[config.mk]
export PLATFORM = sky130hd
export DESIGN_NAME = smi_arbiter
export DESIGN_NICKNAME = d
export VERILOG_FILES = /design/src/rtl/smi_pkg.sv /design/src/rtl/smi_regs.sv /design/src/rtl/smi_gap_arb.sv /design/src/rtl/smi_arbiter.sv
export SDC_FILE = /design/constraint.sdc
export NUM_CORES = 1
export LEC_CHECK = 0
export ABC_AREA = 1
export BUFFER_PORTS_ARGS = -buffer_cell sky130_fd_sc_hd__buf_2
export CAP_MARGIN = 0
export CELL_PAD_IN_SITES_DETAIL_PLACEMENT = 0
export CELL_PAD_IN_SITES_GLOBAL_PLACEMENT = 1
export CORE_MARGIN = 4
export CORE_UTILIZATION = 31
export CTS_BUF_LIST = sky130_fd_sc_hd__clkbuf_16
export DETAILED_ROUTE_END_ITERATION = 10
export GPL_ROUTABILITY_DRIVEN = 0
export PLACE_DENSITY = 0.81
export RECOVER_POWER = 25
export SYNTH_ARGS = -nofsm -noshare
export SYNTH_HDL_FRONTEND = slang
export SYNTH_SLANG_ARGS = --single-unit
export TNS_END_PERCENT = 50
[constraint.sdc]
create_clock -name clk -period 1.1 [get_ports clk]
set_input_delay 0.055 -clock clk [delete_from_list [all_inputs] [get_ports clk]]
set_output_delay 0.055 -clock clk [all_outputs]
set_load 0.02 [all_outputs]
[src/rtl/smi_pkg.sv]
package smi_pkg;

  localparam int CTRL_W = 5;
  localparam int STAT_W = 3;

  typedef struct packed {
    logic trap_en;
    logic usb_en;
    logic rel_en;
    logic eoh;
    logic gbl_en;
  } ctrl_t;

  typedef struct packed {
    logic rel_f;
    logic usb_f;
    logic slp_f;
  } stat_t;

  typedef enum logic [1:0] {
    ST_ARMED = 2'd0,
    ST_LOW   = 2'd1,
    ST_GAP   = 2'd2
  } arb_st_t;

  function automatic logic any_pending(ctrl_t c, stat_t s);
    return c.gbl_en & ((s.slp_f & c.trap_en) | (s.usb_f & c.usb_en) | (s.rel_f & c.rel_en));
  endfunction

  function automatic stat_t sticky_next(stat_t cur, stat_t clr, stat_t set);
    return stat_t'((cur & ~clr) | set);
  endfunction

endpackage

[src/rtl/smi_regs.sv]
module smi_regs
  import smi_pkg::*;
(
  input  logic              clk,
  input  logic              rst_n,
  input  logic              wr_en,
  input  logic              wr_sel,
  input  logic [CTRL_W-1:0] wr_data,
  input  logic              lock,
  input  logic              sleep_req,
  input  logic              usb_req,
  input  logic              rel_wr,
  input  logic              fire_i,
  output ctrl_t             ctrl_o,
  output stat_t             stat_o,
  output logic              sleep_go_o
);

  ctrl_t ctrl_q;
  stat_t stat_q;
  logic  sleep_go_q;

  logic  ctrl_wr;
  logic  stat_wr;
  stat_t clr_mask;
  stat_t set_mask;
  ctrl_t ctrl_wval;

  assign ctrl_wr  = wr_en & ~wr_sel;
  assign stat_wr  = wr_en & wr_sel;
  assign clr_mask = stat_wr ? stat_t'(wr_data[STAT_W-1:0]) : stat_t'('0);
  assign set_mask = '{rel_f: rel_wr, usb_f: usb_req, slp_f: sleep_req & ctrl_q.trap_en};

  always_comb begin
    ctrl_wval = ctrl_wr ? ctrl_t'(wr_data) : ctrl_q;
    if (lock) ctrl_wval.gbl_en = ctrl_q.gbl_en;
    if (fire_i) ctrl_wval.eoh = 1'b0;
  end

  always_ff @(posedge clk or negedge rst_n) begin
    if (!rst_n) begin
      ctrl_q     <= '0;
      stat_q     <= '0;
      sleep_go_q <= 1'b0;
    end else begin
      ctrl_q     <= ctrl_wval;
      stat_q     <= sticky_next(stat_q, clr_mask, set_mask);
      sleep_go_q <= sleep_req & ~ctrl_q.trap_en;
    end
  end

  assign ctrl_o     = ctrl_q;
  assign stat_o     = stat_q;
  assign sleep_go_o = sleep_go_q;

  a_r5_lock_holds_gbl: assert property (@(posedge clk) disable iff (!rst_n)
    (lock && ctrl_wr) |=> (ctrl_q.gbl_en == $past(ctrl_q.gbl_en)));

  a_r6_trap_blocks_sleep: assert property (@(posedge clk) disable iff (!rst_n)
    (sleep_req && ctrl_q.trap_en) |=> (!sleep_go_q && stat_q.slp_f));

  a_r3_flag_sticky: assert property (@(posedge clk) disable iff (!rst_n)
    (stat_q.usb_f && !(stat_wr && wr_data[1])) |=> stat_q.usb_f);

endmodule

[src/rtl/smi_gap_arb.sv]
module smi_gap_arb
  import smi_pkg::*;
#(
  parameter int GAP_CYC = 4
) (
  input  logic clk,
  input  logic rst_n,
  input  logic pending_i,
  input  logic eoh_i,
  output logic fire_o,
  output logic smi_n_o
);

  localparam int CW = (GAP_CYC > 1) ? $clog2(GAP_CYC) : 1;
  localparam int HW = $clog2(GAP_CYC + 1);
  localparam logic [CW-1:0] CNT_LAST = CW'(GAP_CYC - 1);
  localparam logic [HW-1:0] HI_SAT   = HW'(GAP_CYC);

  arb_st_t       state_q;
  logic [CW-1:0] cnt_q;
  logic          first_q;
  logic          gap_end;
  logic          slot_open;

  assign gap_end   = (state_q == ST_GAP) && (cnt_q == CNT_LAST);
  assign slot_open = (state_q == ST_ARMED) || gap_end;
  assign fire_o    = slot_open && pending_i && (first_q || eoh_i);
  assign smi_n_o   = (state_q != ST_LOW);

  always_ff @(posedge clk or negedge rst_n) begin
    if (!rst_n) begin
      state_q <= ST_ARMED;
      cnt_q   <= '0;
      first_q <= 1'b1;
    end else begin
      if (fire_o) first_q <= 1'b0;
      unique case (state_q)
        ST_ARMED: if (fire_o) state_q <= ST_LOW;
        ST_LOW: begin
          if (eoh_i) begin
            state_q <= ST_GAP;
            cnt_q   <= '0;
          end
        end
        ST_GAP: begin
          if (gap_end) state_q <= fire_o ? ST_LOW : ST_ARMED;
          else         cnt_q   <= cnt_q + 1'b1;
        end
        default: state_q <= ST_ARMED;
      endcase
    end
  end

  // Checker state: length of the current high run and whether a low phase occurred.
  logic [HW-1:0] hi_run_q;
  logic          was_low_q;

  always_ff @(posedge clk or negedge rst_n) begin
    if (!rst_n) begin
      hi_run_q  <= '0;
      was_low_q <= 1'b0;
    end else begin
      if (!smi_n_o) begin
        hi_run_q  <= '0;
        was_low_q <= 1'b1;
      end else if (hi_run_q != HI_SAT) begin
        hi_run_q <= hi_run_q + 1'b1;
      end
    end
  end

  a_r10_gap_length: assert property (@(posedge clk) disable iff (!rst_n)
    (fire_o && was_low_q) |-> (hi_run_q >= HW'(GAP_CYC - 1)));

  a_r10_hold_low: assert property (@(posedge clk) disable iff (!rst_n)
    (!smi_n_o && !eoh_i) |=> !smi_n_o);

  a_r11_needs_eoh: assert property (@(posedge clk) disable iff (!rst_n)
    (fire_o && was_low_q) |-> eoh_i);

endmodule

[src/rtl/smi_arbiter.sv]
module smi_arbiter
  import smi_pkg::*;
#(
  parameter int GAP_CYC = 4
) (
  input  logic              clk,
  input  logic              rst_n,
  input  logic              wr_en,
  input  logic              wr_sel,
  input  logic [CTRL_W-1:0] wr_data,
  input  logic              rd_sel,
  output logic [CTRL_W-1:0] rd_data,
  input  logic              lock,
  input  logic              sleep_req,
  input  logic              usb_req,
  input  logic              rel_wr,
  output logic              smi_n,
  output logic              sleep_go
);

  localparam int PAD_W = CTRL_W - STAT_W;

  ctrl_t ctrl;
  stat_t stat;
  logic  pending;
  logic  fire;

  smi_regs u_regs (
    .clk        (clk),
    .rst_n      (rst_n),
    .wr_en      (wr_en),
    .wr_sel     (wr_sel),
    .wr_data    (wr_data),
    .lock       (lock),
    .sleep_req  (sleep_req),
    .usb_req    (usb_req),
    .rel_wr     (rel_wr),
    .fire_i     (fire),
    .ctrl_o     (ctrl),
    .stat_o     (stat),
    .sleep_go_o (sleep_go)
  );

  assign pending = any_pending(ctrl, stat);

  smi_gap_arb #(.GAP_CYC(GAP_CYC)) u_arb (
    .clk       (clk),
    .rst_n     (rst_n),
    .pending_i (pending),
    .eoh_i     (ctrl.eoh),
    .fire_o    (fire),
    .smi_n_o   (smi_n)
  );

  assign rd_data = rd_sel ? {{PAD_W{1'b0}}, stat} : ctrl;

  a_r4_gbl_gate: assert property (@(posedge clk) disable iff (!rst_n)
    (!ctrl.gbl_en && smi_n) |=> smi_n);

  a_r9_eoh_autoclear: assert property (@(posedge clk) disable iff (!rst_n)
    $fell(smi_n) |-> !ctrl.eoh);

endmodule

==> results.yml <==
outcome:
  outcome: "finished with violations"
  violations: "negative setup slack"
power_and_ir_drop:
  pwr-share-clk_pct: 35.8
  vdd_drop_max_uv: 1040
  switching_power_mw: 0.594
  swShare_pct: 31.2
  combinationalPowerShare_pct: 27.7
  power_density_nw_per_um2: 1920
  p_int_mw: 1.31
  total_power_mw: 1.91
  leakagePower_nw: 0.528
  seq_power_share_pct: 36.5
finish:
  antenna_cells: 0
  fin_area_sq_um: 992
  finish.utilization_pct: 45.3
  fin_cells: 146
  nets: 134
  area_growth_pct: 39.6
  drive_gt1_share_pct: 33.1
  fill_cells: 231
setup_path:
  end_kind: "primary output"
  r2r_setup_slack_ns: 0.05
  reg2reg_to: "u_arb.cnt_q[1]$_DFFE_PN0P_"
  reg2reg_from: "u_arb.cnt_q[0]$_DFFE_PN0P_"
  rr_worst_depth: 4
  path_max_fanout: 3
  crit_required_ns: 1.04
  cp-start-kind: "register"
  crit_type: "register to primary output"
  cp_data_arrival_time_ns: 1.05
floorplanning:
  rows: 17
  fp.dieH_um: 55.9
  coreArea_sq_um: 2190
  initial_core_util_pct: 32.4
  io_pins: 21
  dieWidth_um: 55.9
  die-area_sq_um: 3120
synthesis:
  synthesis.instances: 89
  syn_nets: 104
  synth_area_leader_cell: "dfrtp_1"
  synth_area_leaders: "dfrtp_1, nand2_1, inv_1, o21ai_0, nor2_1"
  ys_types: 18
  yosysSeqAreaShare_pct: 49.5
  ys_seq_elements: 14
  synth_warnings: 0
  synth_top_area_share_pct: 45.8
  synth_area_per_cell_sq_um: 7.99
  yosys.cell_count.top_type: "nand2_1"
  async_flop_share_pct: 100
  synth_common_cells: "nand2_1, inv_1, dfrtp_1, o21ai_0, nor2_1"
  syn_area_sq_um: 711
  synth_flop_cell: "dfrtp_1"
  synth-edff-count: 0
clock_tree:
  cts.sinks: 14
  cts_tree: "built"
  clk_latency_ns: 0.24
  cts_root_buf: "clkbuf_16"
  cts_buffers: 3
  max-clock-path-buffers: 2
  clkTransAtPathRegs_ns: 0.04
  cts_max_level: 1
worst_hold_path:
  worst_hold_path.num_cells: 3
  hp-start: "wr_data[3]"
  hp-class: "input pin to register"
  hold-path-endpoint: "u_regs.ctrl_o[3]$_DFFE_PN0P_"
detailed_routing:
  dr.pass1.iters: 4
  viasPerCell: 4.13
  ant_nets: 0
  drc_errors: 0
  wl_um: 1460
  wl_per_cell_um: 10.0
  drt_iter0_drc: 9
  via_count: 603
timing:
  hold_ws_ns: 0.0272
  worst_slew_pin_slew_ns: 0.768
  rsz0062_at_grt: "yes"
  fin_crit_sh_pct: 100
  setup_viol: 1
  maxSlewHeadroom_pct: 48.8
  slew_violations: 0
  fin_skew_ns: 0.00138
  fin_ws_ns: -0.00361
  hold_violations: 0
  min_period_ns: 1.10
  timing.fmax_mhz: 906
  fin_setup_tns_ns: -0.00361
placed_design:
  place_inst: 138
  place_ws_ns: 0.0212
  io_buffers: 20
  dpl_cell_area_sq_um: 853
  dp_hpwl_um: 1130
run:
  maxCapViolations: 0
global_route:
  grt_pass1_vias: 603
  grt_start_max_net_pins: 15
  grt_overflow: 0
  grt.total_usage_pct: 10.5
  grt_pass1_wl_um: 2530
  antenna_found_initial: 0
[worst max-delay path: stages, from the launching register on]
cell and delay [ns]:
dfrtp_1 0.39, mux2_2 0.28, buf_6 0.13
[power groups by stage]
stage	clock [mW]	combinational, mW	sequential, mW
6_report	0.682	0.528	0.695
5_1_grt	0.726	0.602	0.712
4_1_cts	0.709	0.478	0.700
3_5_place_dp	0	0.461	0.705
3_3_place_gp	0	0.458	0.702
2_1_floorplan	0	0.319	0.697
[sequential cells by signal, indices dropped and copies added, names as in the netlist]
signal / flops
u_arb.state_q: 2
u_arb.cnt_q: 2
u_arb.first_q: 1
u_regs.ctrl_o: 5
u_regs.sleep_go_o: 1
u_regs.stat_o: 3
[timing repair]
| item | 4_1_cts | 5_1_grt |
|---|---|---|
| hold buffers | 3 | 0 |
| setup buffers | 0 | 1 |
| setup endpoints to repair | 2 | 6 |
| endpoints found under the hold margin | 16 | 0 |
| resized for setup | 3 | 5 |
| pin swaps | 0 | 4 |
[layer usage]
metal,track usage [%],vias to the layer above,wire length [um]
li1,-,331,-
met1,12.2,248,611
met2,16.9,19,708
met3,2.55,5,95
met4,7.12,0,44
met5,0,-,0
[layout make-up]
cell class	instances	area, sq um	area share, %
repair buffers	25	150	15.1
multi-input cells	57	308	31.0
well taps	28	35.0	3.53
clock buffers	3	75.1	7.57
clock inverters	1	3.75	0.378
flip-flops and latches	14	353	35.6
inverters	18	67.6	6.81
[layout by cell type, fill, tap and decap left out, types with 3 or more instances in the layout]
| cell | Yosys | final |
|---|---|---|
| nand2_1 | 24 | 24 |
| buf_2 | 0 | 18 |
| inv_1 | 16 | 15 |
| dfrtp_1 | 13 | 12 |
| o21ai_0 | 9 | 9 |
| nor2_1 | 8 | 7 |
| inv_2 | 2 | 3 |
| nor2_4 | 2 | 3 |
| nand3_1 | 4 | 3 |
| clkbuf_16 | 0 | 3 |
| dlygate4sd3_1 | 0 | 3 |
[worst max-delay path by stage]
stage                                  from                    endpoint  depth (start not counted)
2_1_floorplan    u_arb.cnt_q[0]$_DFFE_PN0P_  u_arb.cnt_q[1]$_DFFE_PN0P_                          4
3_3_place_gp     u_arb.cnt_q[0]$_DFFE_PN0P_  u_arb.cnt_q[1]$_DFFE_PN0P_                          4
3_5_place_dp     u_arb.cnt_q[0]$_DFFE_PN0P_  u_arb.cnt_q[1]$_DFFE_PN0P_                          4
4_1_cts        u_regs.ctrl_o[2]$_DFFE_PN0P_                  rd_data[2]                          2
5_1_grt        u_regs.ctrl_o[2]$_DFFE_PN0P_                  rd_data[2]                          2
6_report       u_regs.ctrl_o[2]$_DFFE_PN0P_                  rd_data[2]                          2
[logic make-up after synthesis]
family | Yosys count | share of synthesized area (%)
and+or+nand+nor | 44 | 29.6
buffers and inverters | 18 | 9.51
DFF | 14 | 49.5
AOI/OAI and AO/OA | 11 | 8.10
muxes | 1 | 1.58
adders and majority gates | 1 | 1.76
Power figures use the tool's default switching activity.
